<file path="src/rtl/sup_reset_ext.sv">
`timescale 1ns/1ps
module sup_reset_ext #(
  parameter int unsigned HOLD_CYCLES   = 64,
  parameter int unsigned GLITCH_CYCLES = 8
) (
  input  logic clk,
  input  logic rst_n,
  input  logic uv_flag,
  input  logic pin_sense,
  output logic pin_drive_low,
  output logic reset_active
);
  localparam int unsigned CMAX = (HOLD_CYCLES > GLITCH_CYCLES) ? HOLD_CYCLES : GLITCH_CYCLES;
  localparam int unsigned CW   = $clog2(CMAX + 1);
  localparam logic [CW-1:0] HLAST = CW'(HOLD_CYCLES - 1);
  localparam logic [CW-1:0] GMAX  = CW'(GLITCH_CYCLES);

  logic          uv_s1, uv_s;
  logic          pin_s1, pin_s, pin_d;
  logic [CW-1:0] gcnt, hcnt;
  logic          drv;
  logic          uv_bad, ext_fall;

  always_ff @(posedge clk or negedge rst_n) begin
    if (!rst_n) begin
      uv_s1  <= 1'b0;
      uv_s   <= 1'b0;
      pin_s1 <= 1'b0;
      pin_s  <= 1'b0;
      pin_d  <= 1'b0;
    end else begin
      uv_s1  <= uv_flag;
      uv_s   <= uv_s1;
      pin_s1 <= pin_sense;
      pin_s  <= pin_s1;
      pin_d  <= pin_s;
    end
  end

  assign uv_bad   = uv_s && (gcnt == GMAX);
  assign ext_fall = pin_d && !pin_s && !drv;

  always_ff @(posedge clk or negedge rst_n) begin
    if (!rst_n)           gcnt <= '0;
    else if (!uv_s)       gcnt <= '0;
    else if (gcnt != GMAX) gcnt <= gcnt + 1'b1;
  end

  always_ff @(posedge clk or negedge rst_n) begin
    if (!rst_n) begin
      drv  <= 1'b1;
      hcnt <= '0;
    end else if (uv_bad || ext_fall) begin
      drv  <= 1'b1;
      hcnt <= '0;
    end else if (drv) begin
      if (uv_s)                hcnt <= '0;
      else if (hcnt == HLAST)  drv  <= 1'b0;
      else                     hcnt <= hcnt + 1'b1;
    end
  end

  assign pin_drive_low = drv;
  assign reset_active  = drv || !pin_s;
endmodule

</file>
<file path="config.mk">
export PLATFORM = sky130hd
export DESIGN_NAME = sup_reset_ext
export DESIGN_NICKNAME = d
export VERILOG_FILES = /design/src/rtl/sup_reset_ext.sv
export SDC_FILE = /design/constraint.sdc
export NUM_CORES = 1
export LEC_CHECK = 0
export CORE_UTILIZATION = 60
export CTS_CLUSTER_SIZE = 12
export DETAILED_ROUTE_END_ITERATION = 8
export MAX_ROUTING_LAYER = met4
export PLACE_DENSITY = 0.78
export SLEW_MARGIN = 20
export SYNTH_ARGS = -nofsm -noshare
export SYNTH_HDL_FRONTEND = slang
export SYNTH_SLANG_ARGS = --single-unit
</file>
<file path="constraint.sdc">
create_clock -name clk -period 4 [get_ports clk]
set_input_delay 0.8 -clock clk [delete_from_list [all_inputs] [get_ports clk]]
set_output_delay 0.8 -clock clk [all_outputs]
set_load 0.02 [all_outputs]
</file>
After elaboration in Yosys (flattened, before gate mapping). Index checks and enable logic that the tools add are counted. W data, S select, Z words.

Flip-flop bits (word level): 20. Input port bits: 4. Output and inout bits: 2. Logic and storage cells: 34.

Add/sub/neg operators: 2. Eq/ne operators: 5. Muxes and demuxes: 10. Reduce and logical (&&, ||, !) cells: 9.

Operator list (count): $mux W7 (6); $add A7 B1 Y7 const B (2); $eq A7 B4 Y1 const B (1); $eq A7 B6 Y1 const B (1); $ne A7 B4 Y1 const B (1); $mux W1 (4); $logic_and A1 B1 Y1 (3); $ne A3 B3 Y1 const B (1); $logic_not A1 Y1 (2); $logic_or A1 B1 Y1 (2); $ne A2 B1 Y1 const B (1); $reduce_and A2 Y1 (1); $reduce_bool A2 Y1 (1).

Longest topological paths before layout.
Depth in word-level cells: 6. Depth in mapped cells: 7. Gate-level depth less buffers: 6.

Worst setup path before layout. OpenSTA, ideal clock, no wires.

Path kind: register to output. Start: register drv (netlist: pin_drive_low). End: output port reset_active. Data arrival time: 0.895 ns. Required time: 3.200 ns. Slack: 2.305 ns. Stages on the path, launching flop included: 2. Buffers on the path: 0. Cell sequence: dfstp_2 > nand2b_1.

Word-level cells in the longest chain between the ends: 1.

Ends and longest elaborated chain: start: declaration (RTL line 21) `logic drv;`; start signal: assignment (RTL line 51) `drv <= 1'b1;`; start signal: assignment (RTL line 54) `drv <= 1'b1;`; start signal: assignment (RTL line 58) `else if (hcnt == HLAST) drv <= 1'b0;`; $logic_or A1 B1 Y1 (RTL line 64) `assign reset_active = drv || !pin_s;`; end: declaration (RTL line 11) `output logic reset_active`.

No other way between the ends.

Worst setup path after layout. Ends and elaborated chain as after synthesis.

==> results by group <==
Logic synthesis
  • Xor and xnor fraction of the mapped netlist area: 0.0643
  • Synth Warn #: 0
  • Simple-gate share of the synthesized area: 0.217
  • Area leader, netlist: dfrtp_1
  • Adder-cell area share of the yosys netlist: 0.0394
  • Flops & latches, synth: 20
  • Netlist cell types: 29
  • Mux cell area share after synthesis: 0.0105
  • Post-synthesis cell count: 82
  • Sequential element share of the synthesized area: 0.526
  • Synth top area cells: dfrtp_1 50%, nor2_1 4.7%, xor2_1 4.6%, ha_1 3.9%, nand3_1 3.1%
  • Syn nets: 89
  • Top-area cell type share of the netlist area: 0.499
  • Avg Cell Area, Syn: approximately 12 um^2
  • Compound-cell area share of the yosys netlist: 0.115
  • Synth Cell Area: approximately 950 um^2
  • Largest family of logic cells by synthesized area: simple AND/OR/NAND/NOR gates

Route
  • Vias/cell: approximately 5.7
  • Vias: between 600 and 700
  • Post-route antenna net violation count: 0
  • Wire length per cell: approximately 14 um
  • Routed WL: between 1000 and 1500 um
  • Drt pass-1 iters: 4
  • DRC violation total after the first TritonRoute iteration: 8
  • Residual DRC: 0

Final layout
  • Area delta synth->final: 11.7%
  • Filler cell count: 103
  • Share of layout cells above drive strength 1: 0.122
  • Nets: a little under 100
  • Ant. Diodes: 0
  • Final core utilization: 0.715

Clocking
  • Hold-fix buffers at CTS: 0
  • Root Driver: clkbuf_4
  • H-tree depth: 1
  • TritonCTS buffer count: 3
  • Max Buffers Root-to-Sink: 2
  • Setup Buffers After CTS: 0
  • Clk_lat worst skew: 0.30 ns
  • Cts repair resizes: 0
  • CTS tree: yes
  • CTS clk-pin slew, worst paths: about 0.11 ns
  • Clk sinks: 20

Critical path
  • End of the critical path: reset_active
  • Crit Path Max Fanout: 6
  • WP data arrival: 1.66 ns
  • R2r endpoint: hcnt[5]$_DFFE_PN0P_
  • RR Startpoint: gcnt[0]$_DFFE_PN0P_
  • R2R depth: 6
  • R2R setup slack: between 2 and 2.5 ns
  • Critical path startpoint category: register
  • CP Class: reg -> out
  • Critical path origin: pin_drive_low$_DFF_PN1_
  • Worst setup EP type: output port
  • CP required: around 3.2 ns

Global route
  • All-Layer GR Usage: 0.216
  • Total congestion overflow: 0
  • Pin count of the biggest net entering global routing: 21
  • Initial antenna violation count: 0
  • Number of global-route vias before repair: about 650
  • Global-route wire length before repair: 2760 um

Power and ir drop
  • Overall power: approximately 0.41 mW
  • Maximum VDD drop: between 0.0002 and 0.0003 V
  • Lkg Pwr: ~0.49 nW
  • Cell Pwr Density: between 300 and 400 nW/um^2

Placement
  • PortBufs: 5
  • Routability cong.: 0.798
  • Pre-CTS setup slack: roughly 1.9 ns
  • DP HPWL: 1040 um

Timing
  • Min Tclk post-route: roughly 2.5 ns
  • FMAX: approximately 410 MHz
  • # setup viols final: 0
  • Fin Setup TNS: 0 ns
  • Unrepaired setup endpoints after global routing: no
  • Final hold vios: 0
  • Number of max-slew violations in the final report: 0
  • Max_slew headroom: 0.425
  • WHS: 0.381 ns
  • Slew @ Worst Pin: between 0.8 and 0.9 ns
  • Tcrit/Tclk final: 0.616
  • Layout Skew: about 0.0033 ns
  • Final Worst Setup Slack: roughly 1.5 ns

Run status
  • Status: complete, no violations

Die
  • CORE AREA: around 1500 um^2
  • Die Height: ~42 um
  • Die X: around 42 um
  • IO Pins: 6
  • Starting Density: 0.640
  • # rows: 14
  • Die area: about 1800 um^2

Min path
  • Hold Path Origin: uv_s1$_DFF_PN0_
  • Hold Crit Class: reg -> reg

Run
  • Max-cap viol count: 0
## through the flow
step	area [um^2]	instances
4_1_cts	1060	106
2_1_floorplan	953	82
6_report	1060	106
3_5_place_dp	1010	102
3_3_place_gp	1010	102
5_1_grt	1060	106
## cell type report
cell class | count | area (um^2) | area share
Tap cell | 16 | 20.0 | 0.0188
Sequential cell | 20 | 502 | 0.471
Inverter | 4 | 15.0 | 0.0141
Clock inverter | 1 | 30.0 | 0.0282
Clock buffer | 3 | 22.5 | 0.0212
Timing Repair Buffer | 5 | 50.0 | 0.0470
Multi-Input combinational cell | 57 | 425 | 0.400
## Yosys cell counts, drive strengths merged
cell type / number
o21ai: 1
and3b: 1
nor3b: 2
mux2i: 1
inv: 4
xnor2: 2
and3: 1
ha: 3
xor2: 5
dfstp: 1
nand3: 7
o21a: 1
nand3b: 1
nand2: 5
a22o: 2
a211o: 3
and2: 1
buf: 1
nor4b: 2
nor3: 3
dfrtp: 19
o311ai: 1
a221oi: 1
nor2: 12
nand2b: 1
o31ai: 1
## power breakdown
part	switching (mW)	internal [mW]	leakage, nW
sequential	0.00887	0.210	0.259
combinational	0.0127	0.0120	0.202
clock	0.0614	0.101	0.0279
## logic make-up (layout without fill, tap and decap cells)
| group | count (synthesis) | in the layout |
|---|---|---|
| flops | 20 | 20 |
| fa+ha+maj | 3 | 3 |
| mux | 1 | 1 |
| simple gates | 36 | 36 |
| compound gates | 10 | 10 |
| buf+inv | 5 | 13 |
| xor+xnor | 7 | 7 |
## worst max-delay path: stages, from the launching register on
cell and delay [ns]:
dfstp_2 0.64, nand2b_1 0.13, clkdlybuf4s50_1 0.60
## flip-flops by register name, summed over array words and instances (netlist names)
name           count
hcnt               7
pin_d              1
gcnt               7
pin_s              1
uv_s               1
uv_s1              1
pin_drive_low      1
pin_s1             1
## worst min path at each step
| stage | end | slack (ns) | cells after the start |
|---|---|---|---|
| floorplan | pin_s$_DFF_PN0_ | 0.33 | 0 |
| global placement | uv_s$_DFF_PN0_ | 0.33 | 0 |
| detailed placement | uv_s$_DFF_PN0_ | 0.34 | 0 |
| CTS | uv_s$_DFF_PN0_ | 0.38 | 0 |
| global route | uv_s$_DFF_PN0_ | 0.39 | 0 |
| finish | uv_s$_DFF_PN0_ | 0.38 | 0 |
## per-layer routing
layer	routed length [um]	GRT usage	vias up
met4	14	0.0774	0
met2	748	0.350	10
met5	0	-	-
met3	46	0.0391	2
li1	-	-	302
met1	679	0.272	295
## cell usage in the layout (no fill, tap or decap), drive strengths merged
cell,n
nand2b,1
and2,1
o311ai,1
inv,4
and3b,1
nand2,5
clkdlybuf4s50,5
nor3b,2
nand3b,1
dfstp,1
and3,1
bufinv,1
xor2,5
dfrtp,19
nand3,7
clkbuf,3
o21a,1
ha,3
xnor2,2
nor2,12
a221oi,1
nor4b,2
a211o,3
a22o,2
nor3,3
mux2i,1
o31ai,1
o21ai,1
No activity file was read; power rests on OpenSTA's default activity.
